<file path="src/rtl/pmm_pkg.sv">
package pmm_pkg;
    typedef enum logic {
        ST_IDLE = 1'b0,
        ST_SHOW = 1'b1
    } pmm_state_t;
endpackage

</file>
<file path="src/rtl/pmm_pos_decode.sv">
module pmm_pos_decode #(
    parameter int N  = 8,
    parameter int PW = $clog2(N + 1),
    parameter int IW = $clog2(N)
) (
    input  logic [PW-1:0] rem_pos,
    input  logic [PW-1:0] ins_pos,
    input  logic          enable,
    output logic          active,
    output logic [IW-1:0] rem_idx,
    output logic [IW-1:0] ins_idx
);
    localparam logic [PW-1:0] LAST_POS = PW'(N);

    logic rem_ok;
    logic ins_ok;

    always_comb begin
        rem_ok  = (rem_pos != '0) && (rem_pos <= LAST_POS);
        ins_ok  = (ins_pos != '0) && (ins_pos <= LAST_POS);
        active  = enable && rem_ok && ins_ok && (rem_pos != ins_pos);
        rem_idx = IW'(rem_pos - PW'(1));
        ins_idx = IW'(ins_pos - PW'(1));
    end

    // an active move never carries an out-of-range position
    always_comb begin
        if (active) begin
            p_range_r6: assert ((rem_pos <= LAST_POS) && (ins_pos <= LAST_POS));
        end
    end
endmodule

</file>
<file path="src/rtl/pmm_shift_net.sv">
module pmm_shift_net #(
    parameter int N  = 8,
    parameter int W  = 3,
    parameter int IW = $clog2(N)
) (
    input  logic [N*W-1:0] chrom_in,
    input  logic           active,
    input  logic [IW-1:0]  rem_idx,
    input  logic [IW-1:0]  ins_idx,
    output logic [N*W-1:0] chrom_out
);
    logic [W-1:0] gene [N];
    logic         toward_back;
    logic [W-1:0] lifted;

    for (genvar g = 0; g < N; g++) begin : g_unpack
        assign gene[g] = chrom_in[g*W +: W];
    end

    assign toward_back = ins_idx < rem_idx;
    assign lifted      = gene[rem_idx];

    for (genvar j = 0; j < N; j++) begin : g_slot
        localparam int          LOWER = (j == 0) ? 0 : j - 1;
        localparam int          UPPER = (j == N - 1) ? N - 1 : j + 1;
        localparam logic [IW-1:0] JI  = IW'(j);
        logic [W-1:0] pick;

        always_comb begin
            pick = gene[j];
            if (active) begin
                if (JI == ins_idx) begin
                    pick = lifted;
                end else if (toward_back && (JI > ins_idx) && (JI <= rem_idx)) begin
                    pick = gene[LOWER];
                end else if (!toward_back && (JI >= rem_idx) && (JI < ins_idx)) begin
                    pick = gene[UPPER];
                end
            end
        end

        assign chrom_out[j*W +: W] = pick;
    end
endmodule

</file>
<file path="src/rtl/perm_move_mutator.sv">
module perm_move_mutator #(
    parameter int N  = 8,
    parameter int W  = 3,
    parameter int PW = $clog2(N + 1)
) (
    input  logic           clk,
    input  logic           rst_n,
    input  logic           start,
    input  logic           enable,
    input  logic [PW-1:0]  rem_pos,
    input  logic [PW-1:0]  ins_pos,
    input  logic [N*W-1:0] chrom_in,
    output logic [N*W-1:0] chrom_out,
    output logic           valid
);
    import pmm_pkg::*;

    localparam int IW = $clog2(N);

    pmm_state_t     state_q;
    pmm_state_t     state_d;
    logic           active;
    logic [IW-1:0]  rem_idx;
    logic [IW-1:0]  ins_idx;
    logic [N*W-1:0] moved;

    pmm_pos_decode #(.N(N), .PW(PW), .IW(IW)) u_decode (
        .rem_pos (rem_pos),
        .ins_pos (ins_pos),
        .enable  (enable),
        .active  (active),
        .rem_idx (rem_idx),
        .ins_idx (ins_idx)
    );

    pmm_shift_net #(.N(N), .W(W), .IW(IW)) u_shift (
        .chrom_in  (chrom_in),
        .active    (active),
        .rem_idx   (rem_idx),
        .ins_idx   (ins_idx),
        .chrom_out (moved)
    );

    // next state: IDLE_TO_SHOW / SHOW_TO_SHOW on start, else SHOW_TO_IDLE / IDLE_TO_IDLE
    always_comb begin
        state_d = state_q;
        unique case (state_q)
            ST_IDLE: state_d = start ? ST_SHOW : ST_IDLE;
            ST_SHOW: state_d = start ? ST_SHOW : ST_IDLE;
            default: state_d = ST_IDLE;
        endcase
    end

    always_ff @(posedge clk or negedge rst_n) begin
        if (!rst_n) state_q <= ST_IDLE;
        else        state_q <= state_d;
    end

    always_ff @(posedge clk or negedge rst_n) begin
        if (!rst_n)     chrom_out <= '0;
        else if (start) chrom_out <= moved;
    end

    assign valid = (state_q == ST_SHOW);

    logic [W-1:0] gin  [N];
    logic [W-1:0] gout [N];
    for (genvar g = 0; g < N; g++) begin : g_view
        assign gin[g]  = chrom_in[g*W +: W];
        assign gout[g] = chrom_out[g*W +: W];
    end

    p_valid_after_start_r7: assert property (@(posedge clk) disable iff (!rst_n)
        start |=> valid);
    p_valid_drops_r7: assert property (@(posedge clk) disable iff (!rst_n)
        !start |=> !valid);
    p_hold_r8: assert property (@(posedge clk) disable iff (!rst_n)
        !start |=> $stable(chrom_out));
    // also reach this pass-through path
    p_passthru_r5: assert property (@(posedge clk) disable iff (!rst_n)
        (start && !active) |=> (chrom_out == $past(chrom_in)));
    // the lifted gene lands at the insertion slot
    p_lands_r2: assert property (@(posedge clk) disable iff (!rst_n)
        (start && active) |=> (gout[$past(ins_idx)] == $past(gin[rem_idx])));
endmodule

</file>
<file path="config.mk">
export PLATFORM = sky130hd
export DESIGN_NAME = perm_move_mutator
export DESIGN_NICKNAME = d
export VERILOG_FILES = /design/src/rtl/pmm_pkg.sv /design/src/rtl/pmm_pos_decode.sv /design/src/rtl/pmm_shift_net.sv /design/src/rtl/perm_move_mutator.sv
export SDC_FILE = /design/constraint.sdc
export NUM_CORES = 1
export LEC_CHECK = 0
export ABC_AREA = 1
export BUFFER_PORTS_ARGS = -buffer_cell sky130_fd_sc_hd__buf_4
export CAP_MARGIN = 20
export CELL_PAD_IN_SITES_DETAIL_PLACEMENT = 1
export CELL_PAD_IN_SITES_GLOBAL_PLACEMENT = 1
export CORE_MARGIN = 10
export CORE_UTILIZATION = 30
export CTS_CLUSTER_SIZE = 24
export DETAILED_ROUTE_END_ITERATION = 10
export HOLD_SLACK_MARGIN = 0.08
export PLACE_DENSITY_LB_ADDON = 0.1
export SLEW_MARGIN = 20
export SYNTH_ARGS = -nofsm -noshare
export SYNTH_HDL_FRONTEND = slang
export SYNTH_HIERARCHICAL = 1
export SYNTH_SLANG_ARGS = --single-unit
</file>
<file path="constraint.sdc">
create_clock -name clk -period 1.4 [get_ports clk]
set_input_delay 0.07 -clock clk [delete_from_list [all_inputs] [get_ports clk]]
set_output_delay 0.07 -clock clk [all_outputs]
set_load 0.05 [all_outputs]
</file>
* After elaboration in Yosys (flattened, before gate mapping)
Index checks and enable logic that the tools add are counted.
** Storage, ports and cells
- Register bits after elaboration :: 25
- Bits of input ports :: 36
** Cells by class
- $add $sub $neg :: 2
- $lt $le $gt $ge :: 34
- Equal/unequal tests :: 8
- Muxes and demuxes :: 35
- Bitwise logic cells :: 1
- Reductions and logical operators :: 39
** Operator list (count)
- $mux W3 :: 33
- $logic_and A1 B1 Y1 :: 35
- $eq A3 B3 Y1 const A :: 4
- $gt A3 B3 Y1 const A :: 4
- $le A3 B3 Y1 const A :: 4
- $bmux W3 S3 :: 1
- $ge A3 B3 Y1 const A :: 3
- $lt A3 B3 Y1 const A :: 3
- $le A4 B4 Y1 const B :: 2
- $reduce_bool A4 Y1 :: 2
- $eq A2 B3 Y1 const A :: 2
- $ge A1 B3 Y1 const A :: 2
- $ge A2 B3 Y1 const A :: 2
- $gt A1 B3 Y1 const A :: 2
- $gt A2 B3 Y1 const A :: 2
- $le A1 B3 Y1 const A :: 2
- $le A2 B3 Y1 const A :: 2
- $lt A1 B3 Y1 const A :: 2
- $lt A2 B3 Y1 const A :: 2
- $sub A3 B1 Y3 const B :: 2
- $ge A4 B4 Y1 const B :: 1
- $ne A4 B4 Y1 :: 1
- $not A3 Y4 :: 1
- $eq A1 B3 Y1 const A :: 1
- other kinds (4) :: 4

* Longest topological paths before layout
Gate-level depths: netlist of run 1.
- Word-level depth :: 9
- Depth in mapped cells :: 20
- Gate-level depth less buffers :: 18

* Cells and area by module
Netlist of run 1, hierarchy kept.
** By module, submodules not included
- pmm_shift_net :: instances 1, cells an instance 349, area each 1630.3 µm², seq. area each 0.0 µm²
- perm_move_mutator :: instances 1, cells an instance 103, area each 999.7 µm², seq. area each 625.6 µm²
- pmm_pos_decode :: instances 1, cells an instance 35, area each 173.9 µm², seq. area each 0.0 µm²

* Worst setup path after synthesis of run 1
Ideal clock, no wire load.
- Path type :: input to register
- From :: in rem_pos[0]
- To :: reg chrom_out[23]
- Library setup time :: 0.119 ns
- Data arrival time :: 2.062 ns
- Data required time :: 1.281 ns
- Setup slack :: -0.781 ns
- Stages on the path :: 17
- Cell sequence :: inv_1 ha_1 xor2_1 buf_4 inv_2 ha_1 a21oi_1 nand2_4 buf_8 nor2_2 nand2_1 nand3_1 o21ai_1 nand2_1 nand2_1 nand2_1 nand2_1
** Between the ends
- Word-level cells in the longest chain between the ends :: 7
** Ends and longest elaborated chain
- start: declaration :: RTL line perm_move_mutator.sv:10 : input logic [PW-1:0] rem_pos,
- $sub A3 B1 Y3 (*) :: RTL line pmm_pos_decode.sv:22 : rem_idx = IW'(rem_pos - PW'(1));
- via rem_idx[2] :: RTL line perm_move_mutator.sv:23 : logic [IW-1:0] rem_idx;
- $lt A3 B3 Y1 or $not A3 Y4 (tied branches) :: RTL line pmm_shift_net.sv:20, pmm_shift_net.sv:21
- $logic_and A1 B1 Y1 or $bmux W3 S3 (tied branches) :: RTL line pmm_shift_net.sv:34, pmm_shift_net.sv:21
- $logic_and A1 B1 Y1 or $mux W3 (tied branches) :: RTL line pmm_shift_net.sv:34, pmm_shift_net.sv:21
- $mux W3 (on tied branches) :: RTL line pmm_shift_net.sv:34, pmm_shift_net.sv:21
- $mux W3 (*) :: RTL line pmm_shift_net.sv:32 : if (JI == ins_idx) begin
- $mux W3 (*) :: RTL line pmm_shift_net.sv:31 : if (active) begin
- via moved[23] :: RTL line perm_move_mutator.sv:25 : logic [N*W-1:0] moved;
- end signal: assignment :: RTL line perm_move_mutator.sv:61 : else if (start) chrom_out <= moved;
- end: declaration :: RTL line perm_move_mutator.sv:13 : output logic [N*W-1:0] chrom_out,
The timed path passes the listed nets; every way through them passes the cells marked *. The select of a mux whose other input is x is not followed.
A chain may end at the register's enable or synchronous reset.

* Worst setup path in the final report of run 1
Same ends and word-level chain as after synthesis.

==> results.md, run 1 <==
* Remaining antenna violation count at 0
* Initial core utilization at between 30 and 40%
* Fillers at 1245
* Worst Setup Start Kind: primary input
* Synth cell count leaders: 215 x nand2_1, 49 x inv_1, 49 x nand3_1
* Crit-path max FO at 7
* Cell with the most instances after synthesis: nand2_1
* CTS root buffer: clkbuf_8
* Die ar. at 13610 sq um
* Final setup violation count at 24
* Mean Syn Cell Area at between 5 and 6 sq um
* Worst reg-to-reg path cell count at 2
* R2r startpoint: chrom_out[22]
* Antenna violations before repair at 0
* Post-Synthesis Cells at a little under 500
* Die width at roughly 120 um
* Largest net degree at the start of global routing at 37
* PwrDens at around 840 nW/um^2
* Max Root-Sink Buffers at 2
* Final WL at 11480 um
* RSZ-0062 raised after global routing: true
* YS warnings at 6
* Aggregate global-route resource usage at ~17%
* Final WS setup at -0.4676 ns
* Max Cap Viol at 0
* Design Area, Final at around 4000 sq um
* Clk sink count at 25
* Register area share after synthesis at 22.31%
* Post-Synth XOR/XNOR Area at under 10%
* Worst hold-check path type: in -> reg
* Core Rows at 35
* Final Wtd Congestion at ~0.89
* Post-synth EDFFs at 0
* Post-detail-place hpwl at 9241 um
* Yosys reg bits at 25
* Die Ht at 116.7 um
* ANT cells at 0
* Max_slew headroom at 77.76%
* Synth Cell Area at roughly 2800 sq um
* Fin crit period at about 1.9 ns
* Post-synthesis compound-gate area fraction at under 10%
* CTS tree: yes
* Hold path startpoint: chrom_in[16]
* Port Buf Inserts at 60
* Hold Vio Cnt, Final at 0
* Largest family of logic cells by synthesized area: simple AND/OR/NAND/NOR gates
* Unique masters post-synth at 34
* Worst-case vdd ir drop at 357.4 uV
* Flop2flop setup slack at between 0.7 and 0.8 ns
* Detail-routed net length per standard cell at approximately 16 um
* CTS HTree Levels at 1
* Final Skew at 0 ns
* Vias in the first global route at 3579
* Via density at between 4 and 5
* Post-Synth Simple-Gate Area at between 50% and 60%
* Crit end category: flip-flop
* Largest cells by area after synthesis: nand2_1 29%, dfrtp_1 22%, nand3_1 8.7%
* Slew Viols, Final at 0
* Post-synth top area share at 28.78%
* Adder-Cell Fraction of Synth Area at under 10%
* Final nets at 630
* Core area at around 9000 sq um
* Hold path depth at 5
* Synth area leader: nand2_1
* Violated checks: negative setup slack
* Clock buffer count from CTS at 3
* Via count at around 3500
* Global-route wire length before repair at about 18000 um
* Mux cell area share after synthesis at 0%
* Mapped Nets at 527
* DRC at 0
* Worst slew pin tran at 0.3336 ns
* Grt total ovfl at 0
* Drt initial violations at 235
* WHS Endpoint: chrom_out[16]
* Register clock-pin slew on the reported worst setup and hold paths at 0.09 ns
* Post-synth ARST share at 100.0%
* Area Overhead vs Synth at 46.68%
* Hold slack at about 0.11 ns
* Tcrit/Tclk final at 133.4%
* Status: finished, violations left
* Skew-Pair Late Insertion Delay at approximately 0.27 ns
* Highest Clock Rate at around 540 MHz
* TritonRoute pass-1 iters at 4
* Leak at 2.257 nW
* Layout cells sized above 1 at about a third
* Setup_tns at -9.365 ns
* Setup CP Type: in -> reg
* Req. time, crit path at 1.57 ns
* Ports at 61
* Crit path DAT at between 2 and 2.5 ns
* Worst reg2reg endpoint: chrom_out[22]
* Post-layout power at between 3 and 4 mW
* Cell Area, Placed at approximately 3700 sq um
* Ys flop type: dfrtp_1
[cells by family after synthesis]
| kind of cell | count (synthesis) |
|---|---|
| flip-flops | 25 |
| buffers and inverters | 76 |
| adder cells (fa/ha/maj) | 4 |
| AO/OA/AOI/OAI | 48 |
| AND/OR/NAND/NOR | 330 |
| XOR/XNOR | 4 |
[cell usage in the layout, fill, tap and decap left out, drive strengths merged]
cell type    instances
nand2              233
a21oi               32
inv                 57
a31oi                1
ha                   4
clkbuf               5
xor2                 2
nor2                19
o21bai               1
buf                110
xnor2                2
o21ai               12
clkinvlp             1
clkinv               3
dfrtp               25
nand3               53
nor3                 8
dlygate4sd3          2
nand4               17
o211ai               2
[stage by stage]
| stage | setup WS (ns) | util [%] | cells |
|---|---|---|---|
| 2_1_floorplan | -0.4089 | - | 487 |
| 3_3_place_gp | -0.7616 | 40.96 | 687 |
| 3_5_place_dp | -0.7946 | 40.96 | 687 |
| 4_1_cts | -0.4040 | 42.87 | 695 |
| 5_1_grt | -0.5816 | 44.94 | 700 |
| 6_report | -0.4676 | 44.94 | 700 |
[sequential cells by signal (all words and copies together) (netlist names)]
name       count
chrom_out     24
valid          1
[critical path, cell delays in order]
cell and delay, ns:
buf_12 0.10, inv_16 0.03, ha_4 0.14, xor2_1 0.15, buf_4 0.15, inv_6 0.03
ha_4 0.24, a21oi_4 0.23, nand2_8 0.14, clkbuf_16 0.19, nor2_4 0.14, nand2_2 0.06
nand3_2 0.06, o21ai_1 0.06, nand2_1 0.06, nand2_1 0.07, nand2_1 0.07, nand2_1 0.05
[where the power goes]
group	total [mW]	leakage [nW]	switching, mW	internal [mW]
registers	0.853	0.305	0.0506	0.802
logic	2.17	1.93	1.35	0.812
clock network	0.431	0.0255	0.232	0.199
[worst max path at each step]
stage,endpoint,from,slack (ns),cells past startpoint
after global placement,chrom_out[19],rem_pos[0],-0.76,18
after global routing,chrom_out[19],rem_pos[0],-0.58,16
final,chrom_out[23],rem_pos[0],-0.47,18
after CTS,chrom_out[11],rem_pos[1],-0.40,20
after floorplan,chrom_out[23],ins_pos[0],-0.41,17
after detailed placement,chrom_out[19],rem_pos[0],-0.79,18
[final cells by class]
type                    count  area [sq um]  area share (%)
clock buffers               3         41.29           1.004
clock inverters             1         5.005          0.1217
inverters                  60         276.5           6.723
multi-input cells         386          2053           49.92
flip-flops and latches     25         625.6           15.21
well taps                 111         138.9           3.377
repair buffers            114         972.2           23.64
[routing by layer]
| layer | routed length (um) | vias up | GRT usage (%) |
|---|---|---|---|
| met4 | 88 | 0 | 3.130 |
| met3 | 465 | 6 | 1.592 |
| met1 | 5477 | 1642 | 22.99 |
| li1 | - | 1751 | - |
| met5 | 0 | - | 0 |
| met2 | 5447 | 63 | 28.02 |
[timing repair]
item | CTS | global route
gates resized for setup | 24 | 30
gates cloned | 0 | 2
hold buffers | 2 | 0
buffers inserted | 2 | 3
pin swaps | 19 | 25
setup endpoints to repair | 24 | 24
hold endpoints to repair | 26 | 0
Power figures use the tool's default switching activity.
==> run 2: changes to the inputs <==
--- a/config.mk
+++ b/config.mk
@@ -15,7 +15,7 @@
 export CTS_CLUSTER_SIZE = 24
 export DETAILED_ROUTE_END_ITERATION = 10
 export HOLD_SLACK_MARGIN = 0.08
-export PLACE_DENSITY_LB_ADDON = 0.1
+export PLACE_DENSITY = 0.77
 export SLEW_MARGIN = 20
 export SYNTH_ARGS = -nofsm -noshare
 export SYNTH_HDL_FRONTEND = slang
==> results.md, run 2 (synthesis gave the netlist of run 1 again) <==
* Status: finished, violations left
* Violated checks: negative setup slack
* Max reg flops at 24
* CTS HTree Levels at 1
* Slowest cell on the critical path: ha_4
* Fin crit period at around 1.8 ns
* Buf+Inv Stages, Crit Path at 5
* Via density at slightly above 5
* Via count at roughly 3600
* Clock buffer count from CTS at 3
* Biggest register: chrom_out
* Antenna violations before repair at 0
* Vias in the first global route at between 3000 and 4000
* Clk sink count at 25
* Commonest non-fill, non-tap cell in the layout: nand2_1
* Hold path depth at 1
* Max Root-Sink Buffers at 2
* Grt total ovfl at 0
* Die Ht at 116.7 um
* Ports at 61
* Worst reg2reg endpoint: chrom_out[22]
* Clock Power Share at between 10 and 15%
* Crit path DAT at about 2 ns
* Aggregate global-route resource usage at between 15 and 20%
* Sw power at approximately 1.7 mW
* Final nets at around 630
* Crit-path max cell delay at roughly 0.22 ns
* Core area at 9153 sq um
* CTS tree: yes
* DRC at 0
* Tcrit/Tclk final at 129.1%
* Worst hold-check path type: in -> reg
* Hold Vio Cnt, Final at 0
* Crit-path max FO at 8
* Drt initial violations at about 220
* Worst reg-to-reg path cell count at 2
* Int Pwr at around 1.8 mW
* Req. time, crit path at around 1.6 ns
* Final Wtd Congestion at 0.8855
* Switching share of power at 47.98%
* RSZ-0062 raised after global routing: true
* Post-place setup slack at -0.8609 ns
* Critical path, cell by cell: buf_12 > inv_12 > ha_4 > xor2_1 > buf_4 > inv_6 > ha_4 > a21oi_4 > nand2_8 > buf_12 > nand2_8 > nand2_2 > nand3_2 > nand3_2 > a21oi_2 > nand2_1 > nand2_1
* Largest net degree at the start of global routing at 35
* Worst-case vdd ir drop at between 300 and 400 uV
* Final WS setup at -0.4073 ns
* CTS root buffer: clkbuf_8
* Layout cells sized above 1 at 35.70%
* Core Rows at 35
* PwrDens at approximately 830 nW/um^2
* Max_slew headroom at roughly 75%
* Fillers at ~1300
* Design Area, Final at 4170 sq um
* Logic pwr share at a little over three fifths
* Final Skew at 0 ns
* Final WL at approximately 12000 um
* Global-route wire length before repair at 18810 um
* Highest Clock Rate at approximately 550 MHz
* Die width at approximately 120 um
* Crit end category: flip-flop
* ANT cells at 0
* Skew-Pair Late Insertion Delay at 0.27 ns
* Leak at 2.264 nW
* Remaining antenna violation count at 0
* Area Overhead vs Synth at 48.73%
* Hold path startpoint: start
* Flop2flop setup slack at 0.77 ns
* Die ar. at about 14000 sq um
* Slew Viols, Final at 0
* Worst Setup Start Kind: primary input
* Initial core utilization at a little under a third
* Final setup violation count at 24
* Worst path top cell family by delay: simple AND/OR/NAND/NOR gates
* Detail-routed net length per standard cell at 17.17 um
* Max Cap Viol at 0
* Cell Area, Placed at between 3000 and 4000 sq um
* Register clock-pin slew on the reported worst setup and hold paths at 0.09 ns
* Seq pwr share at about a quarter
* Worst slew pin tran at approximately 0.37 ns
* Post-detail-place hpwl at 9078 um
* Most frequent cells in the layout: 201 x nand2_1, 107 x buf_4, 42 x inv_1, 35 x nand3_1, 26 x nand2_2
* R2r startpoint: chrom_out[22]
* WHS Endpoint: valid
* TritonRoute pass-1 iters at 4
* Port Buf Inserts at 60
* Setup CP Type: in -> reg
==> run 2: cell count changes in the layout (fill, tap and decap cells not counted), moves of 2 or more <==
cell | previous run | this run
o21ai_2 | 4 | 6
nand2_2 | 22 | 26
nand2_1 | 204 | 201
nand3_2 | 8 | 15
buf_4 | 101 | 107
o21ai_1 | 7 | 4
nand3_1 | 42 | 35
a21oi_1 | 27 | 25
clkbuf_16 | 2 | 0
buf_8 | 2 | 0
==> run 2: worst reg2reg max path, cell delays in order, from the launching register on <==
cell and delay [ns]:
dfrtp_1 0.41, nand2_1 0.08, nand2_1 0.05
==> run 2: final cells by class <==
class	instances	area (sq um)	area share, %
inverters	60	274.0	6.571
flip-flops and latches	25	625.6	15.00
clock inverters	1	5.005	0.1200
clock buffers	3	41.29	0.9901
repair buffers	116	963.4	23.10
well taps	111	138.9	3.330
multi-input cells	386	2122	50.89
==> run 2: worst max path at each step <==
| stage | slack, ns | cells after the start | end | startpoint |
|---|---|---|---|---|
| after floorplan | -0.41 | 17 | chrom_out[23] | ins_pos[0] |
| after detailed placement | -0.86 | 18 | chrom_out[19] | rem_pos[0] |
| after global placement | -0.75 | 18 | chrom_out[19] | rem_pos[0] |
| after global routing | -0.56 | 19 | chrom_out[10] | rem_pos[1] |
| after CTS | -0.44 | 17 | chrom_out[19] | rem_pos[0] |
| final | -0.41 | 17 | chrom_out[19] | rem_pos[1] |
==> run 2: per-stage QoR <==
step | cells | util, % | setup TNS (ns) | power (mW) | hold slack, ns
after floorplan | 487 | - | -8.962 | 2.083 | -0.2256
after global placement | 690 | 41.34 | -15.01 | 2.708 | -0.008074
after detailed placement | 690 | 41.34 | -17.39 | 2.774 | -0.0001134
after CTS | 698 | 43.39 | -9.296 | 3.339 | 0.08633
after global routing | 702 | 45.56 | -11.63 | 3.723 | 0.08350
final | 702 | 45.56 | -8.647 | 3.478 | 0.09248
==> run 2: power by group through the flow <==
stage	registers, mW	logic [mW]	clock network, mW
floorplan	1.15	0.931	0
global placement	0.865	1.84	0
detailed placement	0.870	1.90	0
CTS	0.857	2.03	0.452
global route	0.866	2.36	0.494
finish	0.855	2.19	0.436
==> run 2: routing by layer <==
| metal | track usage [%] | routed length, um |
|---|---|---|
| met2 | 30.17 | 6022 |
| met4 | 4.860 | 284 |
| met1 | 20.87 | 4929 |
| met3 | 1.695 | 815 |
| met5 | 0 | 0 |
==> run 2: timing repair <==
| action | 4_1_cts | 5_1_grt |
|---|---|---|
| gates resized for setup | 22 | 43 |
| pin swaps | 25 | 35 |
| hold buffers | 1 | 0 |
| setup endpoints to repair | 24 | 24 |
| buffers inserted | 2 | 4 |
| gates cloned | 1 | 0 |
| hold endpoints to repair | 25 | 0 |
==> run 3: changes to the inputs <==
==> constraint.sdc (replaced) <==
create_clock -name clk -period 1.8 [get_ports clk]
set_input_delay 0.09 -clock clk [delete_from_list [all_inputs] [get_ports clk]]
set_output_delay 0.09 -clock clk [all_outputs]
set_load 0.05 [all_outputs]
==> results.md, run 3 (synthesis gave the netlist of run 1 again) <==
* Skew-Pair Late Insertion Delay at about 0.26 ns
* RSZ-0062 raised after global routing: true
* CTS tree: yes
* Final WL at between 10000 and 15000 um
* Crit path DAT at 2.17 ns
* Crit end category: flip-flop
* Flop2flop setup slack at ~1.2 ns
* Core Rows at 35
* CTS HTree Levels at 1
* Biggest register: chrom_out
* Initial core utilization at between 30% and 40%
* Final nets at 630
* Hold slack at ~0.13 ns
* Util after Layout at between 40 and 50%
* Worst reg2reg endpoint: chrom_out[10]
* Grt total ovfl at 0
* Req. time, crit path at around 2 ns
* Remaining antenna violation count at 0
* Commonest non-fill, non-tap cell in the layout: nand2_1
* Worst-case vdd ir drop at about 220 uV
* Layout cells sized above 1 at 36.33%
* Core area at 9153 sq um
* Most frequent cells in the layout: 194 x nand2_1, 102 x buf_4, 44 x inv_1, 35 x nand3_1, 32 x nand2_2
* Max_slew headroom at between 70% and 80%
* Max Root-Sink Buffers at 2
* Crit-path max FO at 5
* PwrDens at 660.0 nW/um^2
* Final Skew at 0 ns
* Detail-routed net length per standard cell at between 15 and 20 um
* Vias in the first global route at roughly 3600
* Highest Clock Rate at between 500 and 600 MHz
* Fin crit period at just under 2 ns
* Global-route wire length before repair at ~17000 um
* Tcrit/Tclk final at 109.3%
* Hold path startpoint: start
* Ports at 61
* Placed cell count at around 690
* Worst slew pin tran at ~0.35 ns
* Final setup violation count at 18
* DRC at 0
* Port Buf Inserts at 60
* Violated checks: negative setup slack
* Drt initial violations at ~160
* Register Area at roughly 630 sq um
* Post-detail-place hpwl at between 8000 and 9000 um
* Worst Setup Start Kind: primary input
* Layout Cells excl Fill at 700
* Aggregate global-route resource usage at between 15 and 20%
* Clock buffer count from CTS at 3
* CTS root buffer: clkbuf_8
* Final WS setup at -0.1667 ns
* Hold path depth at 1
* Via density at 5.084
* Multi-input logic area at roughly 2100 sq um
* Max reg flops at 24
* Die width at around 120 um
* WHS Endpoint: valid
* Hold Vio Cnt, Final at 0
* Area Overhead vs Synth at 49.04%
* Via count at about 3600
* Setup CP Type: in -> reg
* Worst path most repeated cell: nand2_1
* R2r startpoint: chrom_out[10]
* Slowest cell on the critical path: ha_4
* Register clock-pin slew on the reported worst setup and hold paths at approximately 0.080 ns
* Max Cap Viol at 0
* Leak at around 2.3 nW
* Antenna violations before repair at 0
* Fillers at roughly 1200
* Status: finished, violations left
* Worst hold-check path type: in -> reg
* Slew Viols, Final at 0
* Die Ht at about 120 um
* Worst reg-to-reg path cell count at 2
* TritonRoute pass-1 iters at 4
* Crit-path max cell delay at between 0.2 and 0.3 ns
* Critical path, cell by cell: buf_12 > inv_12 > ha_4 > xor2_1 > buf_4 > inv_6 > ha_4 > nand2_2 > inv_2 > nand2_4 > nand2_8 > buf_6 > buf_6 > nor2_4 > buf_4 > o21ai_2 > nand2_1 > nand2_2 > nand2_1 > nand2_1
* Die ar. at 13610 sq um
* Largest net degree at the start of global routing at 37
* ANT cells at 0
* Final Wtd Congestion at 0.8867
* Clk sink count at 25
==> run 3: critical path: cells and delay by family <==
kind / cells / cell delay [ns]
adder cells (fa/ha/maj): 2 / 0.40
buffers and inverters: 8 / 0.78
AND/OR/NAND/NOR: 8 / 0.62
AO/OA/AOI/OAI: 1 / 0.15
XOR/XNOR: 1 / 0.14
==> run 3: cell type report <==
class / count / area share, %
timing repair buffer: 114 / 22.78
clock buffer: 4 / 1.078
inverter: 60 / 6.737
multi-input combinational: 386 / 51.11
tap: 111 / 3.323
sequential: 25 / 14.97
==> run 3: timing repair <==
item	in CTS	in global routing
hold endpoints to repair	25	0
gates cloned	0	1
gates resized for setup	26	60
hold buffers	1	0
endpoints found under the setup margin	24	24
setup buffers	6	2
pin swaps	8	38
==> run 3: worst max path at each step <==
stage	startpoint	to	slack, ns	cells after the start
6_report	rem_pos[1]	chrom_out[21]	-0.17	20
2_1_floorplan	ins_pos[0]	chrom_out[23]	-0.03	17
3_3_place_gp	rem_pos[0]	chrom_out[6]	-0.34	20
4_1_cts	rem_pos[1]	chrom_out[19]	-0.06	19
5_1_grt	rem_pos[1]	chrom_out[21]	-0.24	20
3_5_place_dp	rem_pos[0]	chrom_out[6]	-0.42	20
==> run 3: stage by stage <==
| step | setup WS (ns) | setup TNS, ns | area, sq um | power [mW] |
|---|---|---|---|---|
| floorplan | -0.02893 | -0.1819 | 2945 | 1.614 |
| global placement | -0.3364 | -7.080 | 3715 | 2.087 |
| detailed placement | -0.4182 | -8.574 | 3715 | 2.128 |
| CTS | -0.06490 | -0.4845 | 3904 | 2.555 |
| global route | -0.2387 | -3.462 | 4179 | 2.933 |
| finish | -0.1667 | -1.135 | 4179 | 2.758 |
==> run 3: power by group <==
| group | internal [mW] | switching, mW |
|---|---|---|
| sequential | 0.624 | 0.0371 |
| clock | 0.158 | 0.162 |
| combinational | 0.676 | 1.10 |
| total | 1.46 | 1.30 |
==> run 3: metal layers <==
metal	up-vias	track usage (%)	wire, um
li1	1745	-	-
met1	1691	19.59	5033
met2	96	27.79	5668
met3	27	1.438	560
met4	0	3.789	348
met5	-	0	0
